==> src/rtl/ptpc_pkg.sv <==
package ptpc_pkg;
  typedef enum logic [1:0] {
    MODE_V1_L4    = 2'd0,
    MODE_V2_L2L4  = 2'd1,
    MODE_V2_EVENT = 2'd2,
    MODE_ALL      = 2'd3
  } modeT;

  typedef struct packed {
    logic sof;
    logic capEtHi;
    logic capEtLo;
    logic etOuter;
    logic capIhl;
    logic capProto;
    logic capSrcHi;
    logic capSrcLo;
    logic capDstHi;
    logic capDstLo;
    logic capMsg;
    logic capVer;
    logic capCtl;
    logic frameEnd;
  } strobeT;

  localparam logic [15:0] ETYPE_PTP  = 16'h88F7;
  localparam logic [15:0] ETYPE_IPV4 = 16'h0800;
  localparam logic [15:0] ETYPE_VLAN = 16'h8100;
  localparam logic [7:0]  PROTO_UDP  = 8'd17;
endpackage

==> src/rtl/ptpc_ctrl.sv <==
module ptpc_ctrl
  import ptpc_pkg::*;
#(
  parameter int CNT_W    = 11,
  parameter int ET_OFS   = 12,
  parameter int TAG_LEN  = 4,
  parameter int UDP_LEN  = 8,
  parameter int CTL_OFS  = 32
) (
  input  logic       clk,
  input  logic       rst,
  input  logic       inVld,
  input  logic       inLast,
  input  logic       vlanSeen,
  input  logic       isIp,
  input  logic       isL2,
  input  logic [3:0] ihl,
  output strobeT     strb
);
  localparam logic [CNT_W-1:0] CNT_MAX  = '1;
  localparam logic [CNT_W-1:0] ET0      = CNT_W'(ET_OFS);
  localparam logic [CNT_W-1:0] ET1      = CNT_W'(ET_OFS + TAG_LEN);
  localparam logic [CNT_W-1:0] L3_PLAIN = CNT_W'(ET_OFS + 2);
  localparam logic [CNT_W-1:0] L3_TAG   = CNT_W'(ET_OFS + 2 + TAG_LEN);

  logic [CNT_W-1:0] byteCnt;
  logic             endPend;
  logic [CNT_W-1:0] l3Base, udpBase, ptpBase;
  logic             l4Ready, ptpReady;

  always_ff @(posedge clk) begin
    if (rst) begin
      byteCnt <= '0;
      endPend <= 1'b0;
    end else begin
      endPend <= inVld && inLast;
      if (inVld) begin
        if (inLast)                byteCnt <= '0;
        else if (byteCnt != CNT_MAX) byteCnt <= byteCnt + 1'b1;
      end
    end
  end

  always_comb begin
    l3Base   = vlanSeen ? L3_TAG : L3_PLAIN;
    udpBase  = l3Base + (CNT_W'(ihl) << 2);
    ptpBase  = isIp ? udpBase + CNT_W'(UDP_LEN) : l3Base;
    l4Ready  = isIp && (ihl >= 4'd5) && (byteCnt > l3Base);
    ptpReady = isL2 || l4Ready;
  end

  always_comb begin
    strb          = '0;
    strb.sof      = inVld && (byteCnt == '0);
    strb.etOuter  = (byteCnt == ET0 + 1'b1);
    strb.capEtHi  = inVld && ((byteCnt == ET0) || (vlanSeen && byteCnt == ET1));
    strb.capEtLo  = inVld && ((byteCnt == ET0 + 1'b1) || (vlanSeen && byteCnt == ET1 + 1'b1));
    strb.capIhl   = inVld && isIp && (byteCnt == l3Base);
    strb.capProto = inVld && isIp && (byteCnt == l3Base + CNT_W'(9));
    strb.capSrcHi = inVld && l4Ready && (byteCnt == udpBase);
    strb.capSrcLo = inVld && l4Ready && (byteCnt == udpBase + CNT_W'(1));
    strb.capDstHi = inVld && l4Ready && (byteCnt == udpBase + CNT_W'(2));
    strb.capDstLo = inVld && l4Ready && (byteCnt == udpBase + CNT_W'(3));
    strb.capMsg   = inVld && ptpReady && (byteCnt == ptpBase);
    strb.capVer   = inVld && ptpReady && (byteCnt == ptpBase + CNT_W'(1));
    strb.capCtl   = inVld && ptpReady && (byteCnt == ptpBase + CNT_W'(CTL_OFS));
    strb.frameEnd = endPend;
  end
endmodule

==> src/rtl/ptpc_dpath.sv <==
module ptpc_dpath
  import ptpc_pkg::*;
#(
  parameter int PORT_NUM = 319
) (
  input  logic       clk,
  input  logic       rst,
  input  logic [7:0] inByte,
  input  strobeT     strb,
  input  logic       cfgEnable,
  input  logic [1:0] cfgMode,
  input  logic       cfgMsgSel,
  input  logic       cfgSrcChk,
  output logic       vlanSeen,
  output logic       isIp,
  output logic       isL2,
  output logic [3:0] ihl,
  output logic       qualify
);
  localparam logic [15:0] PORT_VAL = 16'(PORT_NUM);

  logic [15:0] etype, srcPort, dstPort;
  logic [3:0]  ipVer, msgNib, verNib;
  logic [7:0]  proto, ctlByte;
  logic        gotEt, gotProto, gotSrc, gotDst, gotVer, gotCtl;
  logic        l2Ok, l4Ok, anyOk, match;
  modeT        mode;

  always_ff @(posedge clk) begin
    if (rst) begin
      etype <= '0; srcPort <= '0; dstPort <= '0;
      ipVer <= '0; ihl <= '0; msgNib <= '0; verNib <= '0;
      proto <= '0; ctlByte <= '0; vlanSeen <= 1'b0;
      gotEt <= 1'b0; gotProto <= 1'b0; gotSrc <= 1'b0;
      gotDst <= 1'b0; gotVer <= 1'b0; gotCtl <= 1'b0;
    end else if (strb.sof) begin
      etype <= '0; ihl <= '0; vlanSeen <= 1'b0;
      gotEt <= 1'b0; gotProto <= 1'b0; gotSrc <= 1'b0;
      gotDst <= 1'b0; gotVer <= 1'b0; gotCtl <= 1'b0;
    end else begin
      if (strb.capEtHi) begin
        etype[15:8] <= inByte;
        gotEt       <= 1'b0;
      end
      if (strb.capEtLo) begin
        etype[7:0] <= inByte;
        gotEt      <= 1'b1;
        if (strb.etOuter && {etype[15:8], inByte} == ETYPE_VLAN) vlanSeen <= 1'b1;
      end
      if (strb.capIhl) begin
        ipVer <= inByte[7:4];
        ihl   <= inByte[3:0];
      end
      if (strb.capProto) begin
        proto    <= inByte;
        gotProto <= 1'b1;
      end
      if (strb.capSrcHi) srcPort[15:8] <= inByte;
      if (strb.capSrcLo) begin
        srcPort[7:0] <= inByte;
        gotSrc       <= 1'b1;
      end
      if (strb.capDstHi) dstPort[15:8] <= inByte;
      if (strb.capDstLo) begin
        dstPort[7:0] <= inByte;
        gotDst       <= 1'b1;
      end
      if (strb.capMsg) msgNib <= inByte[3:0];
      if (strb.capVer) begin
        verNib <= inByte[3:0];
        gotVer <= 1'b1;
      end
      if (strb.capCtl) begin
        ctlByte <= inByte;
        gotCtl  <= 1'b1;
      end
    end
  end

  always_comb begin
    isIp  = gotEt && (etype == ETYPE_IPV4);
    isL2  = gotEt && (etype == ETYPE_PTP);
    mode  = modeT'(cfgMode);
    l2Ok  = isL2;
    l4Ok  = isIp && (ipVer == 4'd4) && (ihl >= 4'd5) && gotProto && (proto == PROTO_UDP)
            && gotDst && (dstPort == PORT_VAL)
            && (!cfgSrcChk || (gotSrc && srcPort == PORT_VAL));
    anyOk = l2Ok || l4Ok;
    unique case (mode)
      MODE_V1_L4:    match = l4Ok && gotCtl && (verNib == 4'd1)
                             && (ctlByte == {7'd0, cfgMsgSel});
      MODE_V2_L2L4:  match = anyOk && gotVer && (verNib == 4'd2)
                             && (msgNib == {3'd0, cfgMsgSel});
      MODE_V2_EVENT: match = anyOk && gotVer && (verNib == 4'd2) && (msgNib <= 4'd3);
      default:       match = 1'b1;
    endcase
  end

  always_ff @(posedge clk) begin
    if (rst) qualify <= 1'b0;
    else     qualify <= strb.frameEnd && cfgEnable && match;
  end
endmodule

==> src/rtl/ptp_evt_classifier.sv <==
module ptp_evt_classifier
  import ptpc_pkg::*;
#(
  parameter int CNT_W    = 11,
  parameter int PORT_NUM = 319
) (
  input  logic       clk,
  input  logic       rst,
  input  logic       inVld,
  input  logic [7:0] inByte,
  input  logic       inLast,
  input  logic       cfgEnable,
  input  logic [1:0] cfgMode,
  input  logic       cfgMsgSel,
  input  logic       cfgSrcChk,
  output logic       qualify
);
  strobeT     strb;
  logic       vlanSeen, fbIsIp, fbIsL2;
  logic [3:0] fbIhl;

  ptpc_ctrl #(.CNT_W(CNT_W)) u_ctrl (
    .clk(clk), .rst(rst), .inVld(inVld), .inLast(inLast),
    .vlanSeen(vlanSeen), .isIp(fbIsIp), .isL2(fbIsL2), .ihl(fbIhl),
    .strb(strb)
  );

  ptpc_dpath #(.PORT_NUM(PORT_NUM)) u_dp (
    .clk(clk), .rst(rst), .inByte(inByte), .strb(strb),
    .cfgEnable(cfgEnable), .cfgMode(cfgMode), .cfgMsgSel(cfgMsgSel),
    .cfgSrcChk(cfgSrcChk), .vlanSeen(vlanSeen), .isIp(fbIsIp),
    .isL2(fbIsL2), .ihl(fbIhl), .qualify(qualify)
  );
endmodule

==> config.mk <==
export PLATFORM = sky130hd
export DESIGN_NAME = ptp_evt_classifier
export DESIGN_NICKNAME = d
export VERILOG_FILES = /design/src/rtl/ptpc_pkg.sv /design/src/rtl/ptpc_ctrl.sv /design/src/rtl/ptpc_dpath.sv /design/src/rtl/ptp_evt_classifier.sv
export SDC_FILE = /design/constraint.sdc
export NUM_CORES = 1
export LEC_CHECK = 0
export ABC_AREA = 1
export CORE_UTILIZATION = 65
export DETAILED_ROUTE_END_ITERATION = 10
export PLACE_DENSITY = 0.84
export SLEW_MARGIN = 20
export SYNTH_ARGS = -nofsm -noshare
export SYNTH_HDL_FRONTEND = slang
export SYNTH_HIERARCHICAL = 1
export SYNTH_SLANG_ARGS = --single-unit
==> constraint.sdc <==
create_clock -name clk -period 11.2 [get_ports clk]
set_clock_uncertainty 0.2 [all_clocks]
set_input_delay 2.24 -clock clk [delete_from_list [all_inputs] [get_ports clk]]
set_output_delay 2.24 -clock clk [all_outputs]
set_load 0.005 [all_outputs]
==> impl_metrics.json <==
{
  "total_leakage_power_nw": 2.21,
  "hold_path_class": "reg -> reg",
  "dp_cells": 795,
  "holdPathStages": 2,
  "cts_hold_buf": 0,
  "antenna_cells_inserted": 0,
  "cts_max_level": 3,
  "ios": 18,
  "crit_cells": 7,
  "core_area_um2": 7330,
  "tritoncts.num_buffers": 9,
  "mostFrequentLayoutCells": "sky130_fd_sc_hd__dfxtp_1 (100), sky130_fd_sc_hd__nand2_1 (91), sky130_fd_sc_hd__a21oi_1 (86), sky130_fd_sc_hd__nor2_1 (83), sky130_fd_sc_hd__inv_1 (65)",
  "clock-root-buffer": "sky130_fd_sc_hd__clkbuf_8",
  "worst-slew-pin-transition_ns": 0.861,
  "numClockSinks": 100,
  "power.share.combinational_pct": 5.5,
  "max_stage_delay_ns": 0.72,
  "final-setup-viol-count": 0,
  "cts_buffer_depth": 2,
  "clock_power_share_pct": 35.1,
  "nNetsFinal": 741,
  "grt_usage_pct": 31.1,
  "final_layout_size_suffix_gt1_share_pct": 9.27,
  "die_x_um": 89.7,
  "seq_area_frac_synth_pct": 40.1,
  "fin_hold_viols": 0,
  "timing.rr.start": "u_dp/vlanSeen",
  "grt_pass1_wl_mm": 18.9,
  "power.share.sequential_pct": 59.5,
  "pre_cts_ws_ns": 6.12,
  "grt_pass1_vias": 4098,
  "final.setup.tns_ns": 0,
  "cts_tree": "yes",
  "run_status": "finished, final reports clean",
  "via_per_inst": 5.69,
  "switching_share_pct": 25.0,
  "maxClockFrequency_mhz": 221,
  "most_common_library_cell_in_the_layout_ignoring_fill_and_taps": "sky130_fd_sc_hd__dfxtp_1",
  "routedWlPerCell_um": 14.6,
  "finish.cell_count_without_fillers": 811,
  "finalWorstPathRequiredPeriod_ns": 4.53,
  "synth_flop_cell": "sky130_fd_sc_hd__dfxtp_1",
  "maxCapViolCount": 0,
  "slew_headroom_pct": 42.2,
  "syn_to_final_growth_pct": 7.56,
  "finalWeightedCongestion": 0.940,
  "kind_of_critical_path": "in -> reg",
  "async_reset_ff_share_pct": 0,
  "internal_power_mw": 0.449,
  "cell_area_after_synthesis_um2": 5000,
  "syn_area_per_cell_um2": 7.13,
  "cts_setup_buffers": 0,
  "grt_max_degree": 62,
  "dp.final_hpwl_mm": 8.82,
  "critical_path.cell_chain": "clkdlybuf4s50_1 > nand2_1 > nor3_1 > inv_1 > nor2_1 > o21ai_1 > a21oi_1",
  "critPathTopFamily": "simple AND/OR/NAND/NOR gates",
  "first_pass_iters": 5,
  "initial_core_utilization_pct": 68.2,
  "antenna_found_initial": 0,
  "ir_worst_vdd_uv": 85.9,
  "rows": 31,
  "final.period_utilization_pct": 40.5,
  "worst-endpoint-required_ns": 11.31,
  "critical_path_arrival_ns": 4.64,
  "crit_path_max_fanout": 9,
  "buffer_and_inverter_count_on_the_worst_path": 2,
  "worstSetupStartpoint": "inVld",
  "setup_ws_ns": 6.67,
  "cp-end-kind": "flop",
  "synthesis.yosys.warnings": 6,
  "unrepaired_setup_endpoints_after_global_routing": "no",
  "power.density_nw_per_um2": 111,
  "postLayoutCoreUtil_pct": 73.3,
  "portBuffers": 17,
  "drc": 0,
  "max_slew_vio_count": 0,
  "drt-total-wl_mm": 11.9,
  "cts.reportedPaths.clkPinSlew_ns": 0.10,
  "reg2reg_depth": 20,
  "die-height_um": 89.7,
  "power.net_switching_mw": 0.150,
  "number_of_synthesized_flops_with_an_enable_pin": 0,
  "number_of_drc_violations_after_detailed_routing_iteration_0": 329,
  "globalRoute.totalOverflow": 0,
  "cts.repair.resized": 0,
  "start_kind": "input port",
  "design.die.area_um2": 8040,
  "ys_ff_latch": 100,
  "synth.net_count": 735,
  "hold_path.startpoint": "u_ctrl/endPend",
  "vias": 4611,
  "cp_slowest_cell": "sky130_fd_sc_hd__nor3_1",
  "final_antenna_net_count": 0,
  "synth_cell_types": 36,
  "insertion_delay_ns": 0.36,
  "syn_inst": 701
}
==> state kept, by name (all words and copies together), names as in the netlist, 4 cells and up <==
| name | count |
|---|---|
| u_dp/dstPort | 16 |
| u_dp/etype | 16 |
| u_dp/srcPort | 16 |
| u_ctrl/byteCnt | 11 |
| u_dp/ctlByte | 8 |
| u_dp/proto | 8 |
| u_dp/ihl | 4 |
| u_dp/ipVer | 4 |
| u_dp/msgNib | 4 |
| u_dp/verNib | 4 |
==> layer usage <==
metal	part of all wire, %	routed length, um	vias to the layer above	GRT usage [%]
li1	-	-	2326	-
met1	46	5460	2096	40.8
met2	47	5530	165	50.5
met3	5.5	648	24	5.21
met4	1.8	216	0	13.4
met5	0	0	-	0
==> kinds of logic (layout without fill, tap and decap cells) <==
| group | Yosys count | count (layout) | synth area share [%] |
|---|---|---|---|
| and+or+nand+nor | 280 | 280 | 26.4 |
| AOI/OAI and AO/OA | 181 | 181 | 18.3 |
| buffers and inverters | 113 | 124 | 9.06 |
| DFF | 100 | 100 | 40.1 |
| adders and majority gates | 17 | 17 | 4.41 |
| xor gates and xnor gates | 10 | 10 | 1.75 |
==> worst paths after layout <==
kind / end / slack (ns)
setup / recovery: u_dp/ipVer[1] / 6.67
hold / removal: u_dp/qualify / 0.25
setup reg to reg: u_dp/ctlByte[5] / 6.89
hold reg to reg: u_dp/qualify / 0.25
==> synthesized netlist by cell type, types with 14 or more instances <==
library cell / instances / area, um2
sky130_fd_sc_hd__dfxtp_1: 100 / 2000
sky130_fd_sc_hd__nand2_1: 91 / 342
sky130_fd_sc_hd__a21oi_1: 86 / 430
sky130_fd_sc_hd__nor2_1: 83 / 312
sky130_fd_sc_hd__inv_1: 65 / 244
sky130_fd_sc_hd__o21ai_1: 59 / 295
sky130_fd_sc_hd__nand3_1: 36 / 180
sky130_fd_sc_hd__o21ai_0: 32 / 160
sky130_fd_sc_hd__inv_2: 20 / 75.1
sky130_fd_sc_hd__ha_1: 16 / 200
sky130_fd_sc_hd__nand4_1: 16 / 100
sky130_fd_sc_hd__nor3_1: 14 / 70.1
==> power groups by stage <==
stage          clock network, mW  logic (mW)  registers [mW]
2_1_floorplan                  0      0.0181           0.365
3_3_place_gp                   0      0.0312           0.365
6_report                   0.210      0.0327           0.356
5_1_grt                    0.227      0.0355           0.357
3_5_place_dp                   0      0.0317           0.365
4_1_cts                    0.215      0.0318           0.356
==> area by class of cell <==
class / count / area (um2)
tap: 99 / 124
clock inverter: 6 / 48.8
multi-input combinational: 488 / 2560
inverter: 90 / 338
fill: 583 / 1960
clock buffer: 10 / 128
sequential: 100 / 2000
timing repair buffer: 18 / 178
==> worst min-delay path, cell delays in order (launching register included) <==
cell and delay (ns):
sky130_fd_sc_hd__dfxtp_1 0.31, sky130_fd_sc_hd__nand3_1 0.07, sky130_fd_sc_hd__nor2_1 0.04
==> stage by stage <==
stage	cell area, um2	power [mW]	hold slack [ns]
2_1_floorplan	5000	0.383	0.228
3_3_place_gp	5190	0.396	0.238
3_5_place_dp	5190	0.396	0.239
4_1_cts	5370	0.604	0.253
5_1_grt	5380	0.619	0.275
6_report	5380	0.599	0.251
(Power assumes the default switching activity.)
